<file path="src/rtl/lpc_pkg.sv">
package lpc_pkg;
  typedef enum logic [1:0] {
    PH_CGS   = 2'b00,
    PH_ALIGN = 2'b01,
    PH_DATA  = 2'b10
  } phase_e;

  localparam logic [7:0] COMMA_OCTET = 8'hBC;
endpackage

</file>
<file path="src/rtl/lpc_sync.sv">
module lpc_sync #(
  parameter int STAGES = 2
) (
  input  logic clk_i,
  input  logic rst_ni,
  input  logic d_i,
  output logic q_o
);
  logic [STAGES-1:0] chain_q;

  // reset value 0 = request asserted
  always_ff @(posedge clk_i or negedge rst_ni) begin
    if (!rst_ni) chain_q <= '0;
    else         chain_q <= {chain_q[STAGES-2:0], d_i};
  end

  assign q_o = chain_q[STAGES-1];
endmodule

</file>
<file path="src/rtl/lpc_release_det.sv">
module lpc_release_det (
  input  logic clk_i,
  input  logic rst_ni,
  input  logic req_lvl_i,
  output logic armed_o
);
  logic prev_q;
  logic armed_q;

  always_ff @(posedge clk_i or negedge rst_ni) begin
    if (!rst_ni) begin
      prev_q  <= 1'b0;
      armed_q <= 1'b0;
    end else begin
      prev_q <= req_lvl_i;
      if (!req_lvl_i)          armed_q <= 1'b0;
      else if (!prev_q)        armed_q <= 1'b1;
    end
  end

  assign armed_o = armed_q;
endmodule

</file>
<file path="src/rtl/lpc_phase_fsm.sv">
module lpc_phase_fsm
  import lpc_pkg::*;
#(
  parameter int LEN_W  = 8,
  parameter int STD_MF = 4
) (
  input  logic             clk_i,
  input  logic             rst_ni,
  input  logic             req_lvl_i,
  input  logic             armed_i,
  input  logic             frame_bnd_i,
  input  logic             mf_bnd_i,
  input  logic [1:0]       subclass_i,
  input  logic             align_en_i,
  input  logic [LEN_W-1:0] align_len_i,
  output phase_e           phase_o,
  output logic             align_start_o
);
  localparam logic [LEN_W-1:0] STD_LAST = LEN_W'(STD_MF - 1);

  phase_e           phase_q, phase_d;
  logic [LEN_W-1:0] mf_cnt_q;
  logic [LEN_W-1:0] last_mf;
  logic             exit_bnd;
  logic             start_q;

  assign exit_bnd = (subclass_i == 2'd0) ? frame_bnd_i : mf_bnd_i;
  assign last_mf  = (subclass_i == 2'd0) ? align_len_i : STD_LAST;

  always_comb begin
    phase_d = phase_q;
    unique case (phase_q)
      PH_CGS: begin
        if (req_lvl_i && armed_i && exit_bnd)
          phase_d = align_en_i ? PH_ALIGN : PH_DATA;
      end
      PH_ALIGN: begin
        if (!req_lvl_i)                       phase_d = PH_CGS;
        else if (mf_bnd_i && mf_cnt_q == last_mf) phase_d = PH_DATA;
      end
      PH_DATA: begin
        if (!req_lvl_i) phase_d = PH_CGS;
      end
      default: phase_d = PH_CGS;
    endcase
  end

  always_ff @(posedge clk_i or negedge rst_ni) begin
    if (!rst_ni) begin
      phase_q  <= PH_CGS;
      mf_cnt_q <= '0;
      start_q  <= 1'b0;
    end else begin
      phase_q <= phase_d;
      start_q <= (phase_q == PH_CGS) && (phase_d == PH_ALIGN);
      if (phase_d != PH_ALIGN || phase_q != PH_ALIGN) mf_cnt_q <= '0;
      else if (mf_bnd_i)                              mf_cnt_q <= mf_cnt_q + 1'b1;
    end
  end

  assign phase_o       = phase_q;
  assign align_start_o = start_q;
endmodule

</file>
<file path="src/rtl/lpc_tx_mux.sv">
module lpc_tx_mux
  import lpc_pkg::*;
#(
  parameter int OCTETS = 1
) (
  input  phase_e                phase_i,
  input  logic [8*OCTETS-1:0]   align_data_i,
  input  logic [OCTETS-1:0]     align_k_i,
  input  logic [8*OCTETS-1:0]   user_data_i,
  output logic [8*OCTETS-1:0]   tx_data_o,
  output logic [OCTETS-1:0]     tx_k_o
);
  for (genvar g = 0; g < OCTETS; g++) begin : g_oct
    always_comb begin
      unique case (phase_i)
        PH_ALIGN: begin
          tx_data_o[8*g +: 8] = align_data_i[8*g +: 8];
          tx_k_o[g]           = align_k_i[g];
        end
        PH_DATA: begin
          tx_data_o[8*g +: 8] = user_data_i[8*g +: 8];
          tx_k_o[g]           = 1'b0;
        end
        default: begin
          tx_data_o[8*g +: 8] = COMMA_OCTET;
          tx_k_o[g]           = 1'b1;
        end
      endcase
    end
  end
endmodule

</file>
<file path="src/rtl/link_phase_ctrl.sv">
module link_phase_ctrl
  import lpc_pkg::*;
#(
  parameter int OCTETS      = 1,
  parameter int LEN_W       = 8,
  parameter int SYNC_STAGES = 2,
  parameter int STD_MF      = 4
) (
  input  logic                  clk_i,
  input  logic                  rst_ni,
  input  logic                  sync_req_ni,
  input  logic                  frame_bnd_i,
  input  logic                  mf_bnd_i,
  input  logic [1:0]            subclass_i,
  input  logic                  align_en_i,
  input  logic [LEN_W-1:0]      align_len_i,
  input  logic [8*OCTETS-1:0]   align_data_i,
  input  logic [OCTETS-1:0]     align_k_i,
  input  logic [8*OCTETS-1:0]   user_data_i,
  output logic [1:0]            phase_o,
  output logic                  align_start_o,
  output logic [8*OCTETS-1:0]   tx_data_o,
  output logic [OCTETS-1:0]     tx_k_o
);
  logic   req_lvl;
  logic   armed;
  phase_e phase;

  lpc_sync #(.STAGES(SYNC_STAGES)) u_sync (
    .clk_i (clk_i),
    .rst_ni(rst_ni),
    .d_i   (sync_req_ni),
    .q_o   (req_lvl)
  );

  lpc_release_det u_rel (
    .clk_i    (clk_i),
    .rst_ni   (rst_ni),
    .req_lvl_i(req_lvl),
    .armed_o  (armed)
  );

  lpc_phase_fsm #(.LEN_W(LEN_W), .STD_MF(STD_MF)) u_fsm (
    .clk_i        (clk_i),
    .rst_ni       (rst_ni),
    .req_lvl_i    (req_lvl),
    .armed_i      (armed),
    .frame_bnd_i  (frame_bnd_i),
    .mf_bnd_i     (mf_bnd_i),
    .subclass_i   (subclass_i),
    .align_en_i   (align_en_i),
    .align_len_i  (align_len_i),
    .phase_o      (phase),
    .align_start_o(align_start_o)
  );

  lpc_tx_mux #(.OCTETS(OCTETS)) u_mux (
    .phase_i     (phase),
    .align_data_i(align_data_i),
    .align_k_i   (align_k_i),
    .user_data_i (user_data_i),
    .tx_data_o   (tx_data_o),
    .tx_k_o      (tx_k_o)
  );

  assign phase_o = phase;
endmodule

</file>
<file path="config.mk">
export PLATFORM = sky130hd
export DESIGN_NAME = link_phase_ctrl
export DESIGN_NICKNAME = d
export VERILOG_FILES = /design/src/rtl/lpc_pkg.sv /design/src/rtl/lpc_sync.sv /design/src/rtl/lpc_release_det.sv /design/src/rtl/lpc_phase_fsm.sv /design/src/rtl/lpc_tx_mux.sv /design/src/rtl/link_phase_ctrl.sv
export SDC_FILE = /design/constraint.sdc
export NUM_CORES = 1
export LEC_CHECK = 0
export ABC_AREA = 1
export BUFFER_PORTS_ARGS = -buffer_cell sky130_fd_sc_hd__buf_2
export CAP_MARGIN = 20
export CORE_MARGIN = 4
export CORE_UTILIZATION = 45
export CTS_BUF_LIST = sky130_fd_sc_hd__clkbuf_4 sky130_fd_sc_hd__clkbuf_8 sky130_fd_sc_hd__clkbuf_16
export DETAILED_ROUTE_END_ITERATION = 6
export GPL_TIMING_DRIVEN = 0
export HOLD_SLACK_MARGIN = 0.03
export PLACE_DENSITY = 0.76
export SLEW_MARGIN = 25
export SYNTH_ARGS = -nofsm -noshare
export SYNTH_HDL_FRONTEND = slang
export SYNTH_SLANG_ARGS = --single-unit
</file>
<file path="constraint.sdc">
create_clock -name clk_i -period 3.86 [get_ports clk_i]
set_input_delay 0.772 -clock clk_i [delete_from_list [all_inputs] [get_ports clk_i]]
set_output_delay 0.772 -clock clk_i [all_outputs]
set_load 0.02 [all_outputs]
</file>
Yosys cells after proc, flatten, opt, wreduce, memory -nomap -nowiden
Cells that the tools add are included.
{"block": "word_totals", "regBits": 15, "input_bits": 33, "word_cells": 36, "out_inout_bits": 12}
{"block": "classes", "n_eq_ne": 7, "n_mux": 14, "addsub": 1, "reduce_logical": 8}
{"operator": "2-to-1 mux 8 bit", "count": 3}
{"operator": "one-hot mux 8 bit (2 select lines)", "count": 1}
{"operator": "2-to-1 mux 2 bit", "count": 5}
{"operator": "adder 8 x 1 -> 8 bit (second input constant)", "count": 1}
{"operator": "equality test 8 bit", "count": 1}
{"operator": "one-hot mux 2 bit (3 select lines)", "count": 1}
{"operator": "equality test 2 x 1 -> 1 bit (second input constant)", "count": 2}
{"operator": "logical AND 1 bit", "count": 4}
{"operator": "zero test 2 bit", "count": 2}
{"operator": "!= test 2 x 1 -> 1 bit (second input constant)", "count": 2}
{"operator": "2-to-1 mux 1 bit", "count": 3}
{"operator": "equality test 2 bit (second input constant)", "count": 1}
{"operator": "!= test 2 bit (second input constant)", "count": 1}
{"operator": "one-hot mux 1 bit (2 select lines)", "count": 1}
{"operator": "nonzero test 2 bit", "count": 1}
{"operator": "logical OR 1 bit", "count": 1}

Depth between registers and ports, before layout
Gate-level depths: netlist of run 1.
{"block": "logic_depth", "depth_word": 10, "mapped_depth": 12, "ltp_nobuf": 12}

By module
Synthesis of run 1 repeated with hierarchy kept, for this count alone.
{"block": "hier_totals", "hier_cells": 142, "area_unflattened_um2": 1034.7}
{"mod": "lpc_phase_fsm", "area_each_um2": 745.7, "instances": 1, "seq_area_each_um2": 275.3, "cells_each": 101}
{"mod": "lpc_tx_mux", "area_each_um2": 172.7, "instances": 1, "seq_area_each_um2": 0.0, "cells_each": 33}
{"mod": "lpc_release_det", "area_each_um2": 66.3, "instances": 1, "seq_area_each_um2": 50.0, "cells_each": 6}
{"mod": "lpc_sync", "area_each_um2": 50.0, "instances": 1, "seq_area_each_um2": 50.0, "cells_each": 2}

Worst setup path after synthesis of run 1
Ideal clock, no wire load.
{"block": "synth_path", "kind": "reg-to-output", "start": "register u_fsm.phase_q[1], in the netlist u_fsm.phase_o[1]", "end": "output tx_k_o", "t_required_ps": 3088, "n_path_buf": 1, "setup_slack_ps": 1508, "stages_incl_launch_ff": 5, "arrival_time_ps": 1580, "path_cell_list": "dfrtp_1 -> inv_1 -> ha_1 -> clkbuf_1 -> o21ai_0"}
{"block": "synth_between", "elab_chain_len": 2, "elab_cells_between_ends": 3, "classes_between": "eq/ne: 2; mux: 1"}
{"element": "start, declared", "line": "lpc_phase_fsm.sv:21", "rtl": "phase_e phase_q, phase_d;"}
{"element": "start signal, assigned", "line": "lpc_phase_fsm.sv:54", "rtl": "phase_q <= phase_d;"}
{"element": "equality test 2 bit or equality test 2 x 1 -> 1 bit (tied branches)", "line": "lpc_tx_mux.sv:15", "rtl": "unique case (phase_i)"}
{"element": "one-hot mux 1 bit (2 select lines) (*)", "line": "lpc_tx_mux.sv:15"}
{"element": "end, declared", "line": "link_phase_ctrl.sv:23", "rtl": "output logic [OCTETS-1:0] tx_k_o"}
Every way passes the cells marked *; elsewhere a longest branch is shown, timed or not.

Worst setup path in the final report of run 1
{"block": "layout_path", "start": "register u_fsm.phase_q[1], in the netlist u_fsm.phase_o[1]", "end": "output tx_data_o[0]"}
{"block": "layout_between", "elab_chain_len": 2, "elab_cells_between_ends": 3, "classes_between": "eq/ne: 2; mux: 1"}
{"element": "equality test 2 bit or equality test 2 x 1 -> 1 bit (tied branches)", "line": "lpc_tx_mux.sv:15"}
{"element": "one-hot mux 8 bit (2 select lines) (*)", "line": "lpc_tx_mux.sv:15"}
{"element": "end, declared", "line": "link_phase_ctrl.sv:22", "rtl": "output logic [8*OCTETS-1:0] tx_data_o,"}
Marked as above.

==> results of run 1 <==
==> path summary, 6_finish.rpt <==
| kind | depth (start not counted) | slack (ns) | to | start |
|---|---|---|---|---|
| hold reg to reg | 0 | 0.36 | u_sync.chain_q[1]$_DFF_PN0_ | u_sync.chain_q[0]$_DFF_PN0_ |
| setup reg to reg | 8 | 2.05 | u_fsm.align_start_o$_DFF_PN0_ | u_fsm.phase_o[0]$_DFF_PN0_ |
| hold / removal | 0 | 0.36 | u_sync.chain_q[1]$_DFF_PN0_ | u_sync.chain_q[0]$_DFF_PN0_ |
| max in group asynchronous | 1 | 3.23 | u_fsm.phase_o[1]$_DFF_PN0_ | rst_ni |
| setup / recovery | 6 | 1.19 | tx_data_o[0] | u_fsm.phase_o[1]$_DFF_PN0_ |
| min in group asynchronous | 1 | 0.38 | u_fsm.mf_cnt_q[7]$_DFFE_PN0P_ | rst_ni |
==> layout make-up <==
class / instances / area [um2]
Fill cell: 222 / 892.1
Multi-Input combinational cell: 107 / 601.8
Sequential cell: 15 / 375.4
Timing Repair Buffer: 43 / 215.2
Inverter: 22 / 82.58
Tap cell: 28 / 35.03
Clock buffer: 4 / 30.03
Buffer: 4 / 22.52
==> cell usage after synthesis (all sizes together) <==
| cell | count |
|---|---|
| a21oi | 5 |
| a221o | 5 |
| a22oi | 1 |
| buf | 1 |
| clkbuf | 3 |
| dfrtp | 15 |
| ha | 5 |
| inv | 22 |
| mux2i | 1 |
| nand2 | 43 |
| nand3 | 12 |
| nand4 | 2 |
| nor2 | 17 |
| nor3 | 4 |
| o21ai | 5 |
| xnor2 | 1 |
| xor2 | 6 |
==> per-layer routing <==
| metal | vias up | wire length (um) | part of all wire [%] |
|---|---|---|---|
| li1 | 565 | - | - |
| met5 | - | 0 | 0 |
| met4 | 0 | 11 | 0.44 |
| met2 | 36 | 1167 | 47 |
| met3 | 2 | 174 | 7.0 |
| met1 | 478 | 1124 | 45 |
==> stage by stage <==
stage                     area, um2  hold WS (ns)  worst slack, ns  utilization [%]
after detailed placement       1333        0.3355            1.493            59.10
after global routing           1363        0.3740            1.035            60.43
after floorplan                1082        0.3312            1.508                -
final                          1363        0.3616            1.193            60.43
after global placement         1333        0.3409            1.568            59.10
after CTS                      1363        0.3640            1.190            60.43
==> cells by family after synthesis <==
group	after synthesis	synth area share, %
AND/OR/NAND/NOR	78	32.60
buffers and inverters	26	9.711
AO/OA/AOI/OAI	16	10.64
flip-flops	15	34.68
XOR/XNOR	7	5.665
adder cells (fa/ha/maj)	5	5.780
multiplexers	1	0.9249
==> registers in the layout (all words and copies together), names as in the netlist <==
register / flops
u_fsm.mf_cnt_q: 8
u_fsm.phase_o: 2
u_sync.chain_q: 2
u_fsm.align_start_o: 1
u_rel.armed_o: 1
u_rel.prev_q: 1
==> critical path, delay by kind of cell, from the launching register on <==
family | cells | cell delay [ns]
compound gates | 1 | 0.15
flops | 1 | 0.43
simple gates | 1 | 0.08
fa+ha+maj | 1 | 0.29
buf+inv | 3 | 0.68
==> where the power goes <==
part           switching (mW)  internal [mW]  total, mW
clock                  0.0437         0.0470     0.0907
combinational           0.294          0.157      0.451
sequential             0.0157          0.174      0.190
==> reports/qor.log, run 1 <==
qor: worst_setup_path.slowest_stage sky130_fd_sc_hd__dfrtp_1
qor: clocking.tritoncts_num_sinks 15
qor: timing.timing_hold_violations_final 0
qor: clocking.htree_num_levels 1
qor: timing.worst_relative_slew_slack 72.91%
qor: global_route.initial_antenna_violation_count 0
qor: floorplanning.initial_utilization 48.00%
qor: clocking.cts_hold_buffers 0
qor: cells_and_area.syn_to_final_growth 25.90%
qor: synthesis.synthesized_net_count 186
qor: job.maxCapViolations 0
qor: route.route.vias.total 1081
qor: route.avgViaCountPerCell 4.848
qor: cells_and_area.count_of_inserted_antenna_diode_cells 0
qor: floorplanning.floorplan.rows 17
qor: global_route.gr-total-overflow 0
qor: worst_setup_path.critical_path.endpoint_type primary output
qor: global_route.grt.total_usage 16.32%
qor: timing.timing.final.max_slew_violations 0
qor: synthesis.synth_seq_cells 15
qor: synthesis.synth_warnings 0
qor: synthesis.yosys-top-cells-area sky130_fd_sc_hd__dfrtp_1, sky130_fd_sc_hd__nand2_1, sky130_fd_sc_hd__inv_1, sky130_fd_sc_hd__ha_1, sky130_fd_sc_hd__nor2_1
qor: clocking.cts-root-to-sink-buffers 2
qor: timing.max_clk_rate 0.3749 GHz
qor: power.post-layout-total-power 731.5 uW
qor: route.drt-pass1-iter-count 4
qor: synthesis.synth.lib_cells_used.distinct 23
qor: global_route.wire_length_of_the_first_global_routing_pass 4.422 mm
qor: timing.fin_setup_tns 0 ns
qor: clocking.tritoncts built
qor: timing.grt_setup_unrepaired false
qor: power.p_leak 0.7098 nW
qor: route.drcViolationCount 0
qor: place.placed_cells_incl_taps 219
qor: cells_and_area.final_common_cell sky130_fd_sc_hd__buf_2
qor: synthesis.synthDominantAreaCellType sky130_fd_sc_hd__dfrtp_1
qor: synthesis.postSynthAreaPerCell 7.313 um2
qor: power.power_density 536.8 nW/um2
qor: global_route.maximum_number_of_pins_on_one_net_before_global_route_repair 16
qor: global_route.grt_pass1_vias 1042
qor: route.drtIter0Drc 31
qor: cells_and_area.stdcell_count 223
qor: floorplanning.floorplan.die_area 3254 um2
qor: floorplanning.fp.dieW 57.04 um
qor: route.final_antenna_net_count 0
qor: global_route.grt.met1_usage 21.74%
qor: global_route.grtUsageMet2 26.59%
qor: place.dp_hpwl 2.026 mm
qor: clocking.post_cts.resized_instances 0
qor: floorplanning.die-height 57.04 um
qor: route.wire_length_after_detailed_routing 2.478 mm
qor: worst_setup_path.cp_data_required_time 3.09 ns
qor: timing.worst_margin_pin_slew 0.4063 ns
qor: worst_setup_path.path_class reg2out
qor: worst_setup_path.worstSetupStartpointType register
qor: worst_setup_path.critical-path-max-stage-delay 0.43 ns
qor: synthesis.yosysSeqAreaShare 34.68%
qor: timing.timing.final.crit_share 69.10%
qor: clocking.insertion_delay 0.27 ns
qor: place.port-buffer-count 43
qor: synthesis.postSynthCellCount 148
qor: place.place_congestion 0.9236
qor: floorplanning.placeable_core_region 2255 um2
qor: worst_setup_path.worstPathCellList inv_1, ha_1, clkbuf_1, nand2_1, a21oi_1, buf_2
qor: min_path.worstHoldPathType reg2reg
qor: route.wire_per_inst 11.11 um
qor: clocking.cts-root-buf sky130_fd_sc_hd__clkbuf_4
qor: cells_and_area.layout_common_cells sky130_fd_sc_hd__buf_2, sky130_fd_sc_hd__nand2_1, sky130_fd_sc_hd__inv_1
qor: power.irDropWorstVdd 439.4 uV
qor: global_route.grt_most_used_layer met2
qor: synthesis.synth_largest_type_area_fraction 34.68%
qor: timing.worst_clock_skew 0.003182 ns
qor: clocking.clk_transition_reported_paths 0.08 ns
qor: clocking.total_cts_buffers 3
qor: timing.fin_crit 2.667 ns
qor: floorplanning.top_level_ports 45
qor: timing.setup_viol 0
qor: cells_and_area.nets 234
qor: cells_and_area.drive_gt1_share 28.21%
qor: run_status.result_of_the_run completed
qor: global_route.grt_met3_usage 1.810%
qor: clocking.cts_setup_buffers 0
qor: worst_setup_path.worst-path-max-fanout 10
qor: worst_setup_path.worstPathArrival 1.90 ns
qor: synthesis.netlist_area 1082 um2
Note: power is estimated with default switching activity, not from simulation.
==> run 2, diff against run 1 <==
--- a/config.mk
+++ b/config.mk
@@ -9,7 +9,7 @@
 export BUFFER_PORTS_ARGS = -buffer_cell sky130_fd_sc_hd__buf_2
 export CAP_MARGIN = 20
 export CORE_MARGIN = 4
-export CORE_UTILIZATION = 45
+export CORE_UTILIZATION = 43
 export CTS_BUF_LIST = sky130_fd_sc_hd__clkbuf_4 sky130_fd_sc_hd__clkbuf_8 sky130_fd_sc_hd__clkbuf_16
 export DETAILED_ROUTE_END_ITERATION = 6
 export GPL_TIMING_DRIVEN = 0
==> constraint.sdc (replaced) <==
create_clock -name clk_i -period 2.2 [get_ports clk_i]
set_input_delay 0.44 -clock clk_i [delete_from_list [all_inputs] [get_ports clk_i]]
set_output_delay 0.44 -clock clk_i [all_outputs]
set_load 0.02 [all_outputs]
==> run 2 against run 1 <==
Effect of this change: wire length is 3.2% higher; utilization fell by 0.41 points; sequential share of layout area fell by 0.23 points; non-clock buffer count down 1; via count grew 0.93%; hold slack got worse by 0.31 ns; register-to-register slack worse by 1.5 ns; largest cell class unchanged; setup slack got worse by 1.1 ns; highest routed layer unchanged; count of clock-buffer cells in the layout unchanged; final area grew 1.2%.
==> reports/qor.log, run 2 (same netlist as run 1, synthesis figures left out) <==
qor: power.post-layout-total-power 1.315 mW [+80%]
qor: cells_and_area.final_common_cell sky130_fd_sc_hd__buf_2
qor: global_route.initial_antenna_violation_count 0 [unchanged]
qor: job.maxCapViolations 0 [unchanged]
qor: clocking.cts-root-to-sink-buffers 2 [unchanged]
qor: clocking.cts_setup_buffers 0 [unchanged]
qor: worst_setup_path.cp_data_required_time 1.76 ns [-1.33 ns]
qor: clocking.clk_transition_reported_paths 0.08 ns [about the same]
qor: route.wire_length_after_detailed_routing 2.557 mm [+3.2%]
qor: place.port-buffer-count 43 [unchanged]
qor: worst_setup_path.worstPathArrival 1.64 ns [-0.26 ns]
qor: global_route.grt.total_usage 15.49% [-0.82 points]
qor: floorplanning.top_level_ports 45 [unchanged]
qor: cells_and_area.syn_to_final_growth 27.40%
qor: cells_and_area.count_of_inserted_antenna_diode_cells 0 [unchanged]
qor: worst_setup_path.path_delay_family flip-flops
qor: clocking.cts_hold_buffers 0 [unchanged]
qor: clocking.total_cts_buffers 3 [unchanged]
qor: timing.timing.final.crit_share 94.44%
qor: route.final_antenna_net_count 0 [unchanged]
qor: worst_setup_path.worst-path-max-fanout 10 [unchanged]
qor: power.irDropWorstVdd 829.7 uV [+89%]
qor: worst_setup_path.r2r.worst_path.cells 8 [unchanged]
qor: worst_setup_path.worstSetupStartpointType register
qor: min_path.worstHoldPathType in2async
qor: timing.setup_viol 0 [unchanged]
qor: clocking.insertion_delay 0.27 ns [about the same]
qor: floorplanning.fp.dieW 58.17 um [+2.0%]
qor: cells_and_area.area.sequential 376.6 um2 [+0.33%]
qor: cells_and_area.nets 233 [-0.43%]
qor: worst_setup_path.slowest_stage sky130_fd_sc_hd__dfrtp_1
qor: route.drtIter0Drc 38 [+23%]
qor: power.p_leak 0.7096 nW [about the same]
qor: route.route.vias.total 1091 [+0.93%]
qor: clocking.tritoncts_num_sinks 15 [unchanged]
qor: timing.fin_setup_tns 0 ns [unchanged]
qor: power.power_density 953.8 nW/um2 [+78%]
qor: global_route.maximum_number_of_pins_on_one_net_before_global_route_repair 16 [unchanged]
qor: floorplanning.initial_utilization 47.11% [-0.89 points]
qor: timing.fin_ws 0.1224 ns [-1.070 ns]
qor: global_route.grt_pass1_vias 1028 [-1.3%]
qor: clocking.htree_num_levels 1 [unchanged]
qor: clocking.cts-root-buf sky130_fd_sc_hd__clkbuf_4
qor: timing.worst_margin_pin_slew 0.3246 ns [-0.08175 ns]
qor: floorplanning.placeable_core_region 2297 um2 [+1.9%]
qor: route.drt-pass1-iter-count 4 [unchanged]
qor: worst_setup_path.critical-path-max-stage-delay 0.44 ns [about the same]
qor: floorplanning.die-height 58.17 um [+2.0%]
qor: place.dp_hpwl 2.130 mm [+5.1%]
qor: timing.timing_hold_violations_final 0 [unchanged]
qor: cells_and_area.final_core_util 60.02% [-0.41 points]
qor: worst_setup_path.worstPathCellList inv_2, ha_4, clkbuf_4, a221o_1, buf_2
qor: floorplanning.floorplan.rows 17 [unchanged]
qor: cells_and_area.largest_register_ff_count 8 [unchanged]
qor: place.place_congestion 0.9209 [-0.29%]
qor: route.drcViolationCount 0 [unchanged]
qor: route.wire_per_inst 11.52 um [+3.7%]
qor: cells_and_area.multi_input_comb_area 616.8 um2 [+2.5%]
qor: worst_setup_path.path_class reg2out
qor: floorplanning.floorplan.die_area 3384 um2 [+4.0%]
qor: timing.timing.final.max_slew_violations 0 [unchanged]
qor: timing.worst_relative_slew_slack 78.36% [+5.5 points]
qor: worst_setup_path.cp_num_buf_inv 3 [unchanged]
qor: timing.grt_setup_unrepaired false
qor: cells_and_area.layout_common_cells sky130_fd_sc_hd__buf_2, sky130_fd_sc_hd__nand2_1, sky130_fd_sc_hd__inv_1
qor: timing.fin_crit 2.078 ns
qor: cells_and_area.max_flop_register u_fsm.mf_cnt_q
qor: worst_setup_path.worst-path-stages 5 [-1]
qor: run_status.result_of_the_run completed
qor: route.avgViaCountPerCell 4.914 [+1.4%]
qor: timing.max_clk_rate 0.4813 GHz
qor: clocking.tritoncts built
qor: place.post-place-ws 0.1875 ns [-1.305 ns]
qor: global_route.wire_length_of_the_first_global_routing_pass 4.215 mm [-4.7%]
qor: cells_and_area.drive_gt1_share 30.93% [+2.7 points]
qor: worst_setup_path.critical_path.endpoint_type primary output
qor: timing.worst_clock_skew 0.001940 ns [-0.001242 ns]
qor: global_route.gr-total-overflow 0 [unchanged]
qor: cells_and_area.fillers 214 [-3.6%]
[run 2: layout make-up]
type / instances / area share, %
buffer: 3 / 1.633
clock buffer: 4 / 2.178
inverter: 22 / 5.989
multi-input combinational: 107 / 44.74
sequential: 15 / 27.31
tap: 28 / 2.541
timing repair buffer: 43 / 15.61
[run 2: what timing repair did]
item                       in CTS  in global routing
gates resized for setup         2                  5
gates cloned                    0                  0
hold endpoints to repair        0                  0
setup endpoints to repair       9                  9
[run 2: path summary, 6_finish.rpt]
check / start / end / slack, ns
min: rst_ni / u_fsm.mf_cnt_q[4]$_DFFE_PN0P_ / 0.05
max in group asynchronous: rst_ni / u_fsm.phase_o[0]$_DFF_PN0_ / 1.89
max: u_fsm.phase_o[1]$_DFF_PN0_ / tx_data_o[5] / 0.12
max reg2reg: u_fsm.phase_o[0]$_DFF_PN0_ / u_fsm.align_start_o$_DFF_PN0_ / 0.58
min in group clk_i: sync_req_ni / u_sync.chain_q[0]$_DFF_PN0_ / 0.27
min reg2reg: u_sync.chain_q[0]$_DFF_PN0_ / u_sync.chain_q[1]$_DFF_PN0_ / 0.36
[run 2: per-stage QoR]
step / area, um2 / hold slack, ns / instances
after detailed placement: 1333 / 0.3413 / 219
after global routing: 1379 / 0.06403 / 222
after global placement: 1333 / 0.3371 / 219
final: 1379 / 0.05276 / 222
after CTS: 1363 / 0.05595 / 222
after floorplan: 1082 / 0.1444 / 148
[run 2: layer usage]
| layer | vias up | wire [um] | part of all wire (%) | GRT usage (%) |
|---|---|---|---|---|
| met5 | - | 0 | 0 | 0 |
| met1 | 490 | 1134 | 44 | 19.09 |
| met3 | 4 | 220 | 8.6 | 2.895 |
| met2 | 33 | 1176 | 46 | 26.45 |
| li1 | 564 | - | - | - |
| met4 | 0 | 26 | 1.0 | 6.291 |
[run 2: worst reg2reg max path: cells and delay by family, from the launching register on]
kind	cells	cell delay, ns
and+or+nand+nor	6	0.66
DFF	1	0.46
adders and majority gates	1	0.31
buffers and inverters	1	0.12
[run 2: power breakdown]
part	switching, mW	leakage (nW)	internal (mW)
clock network	0.0787	0.0184	0.0825
registers	0.0343	0.198	0.307
logic	0.517	0.493	0.295
total	0.630	0.710	0.685
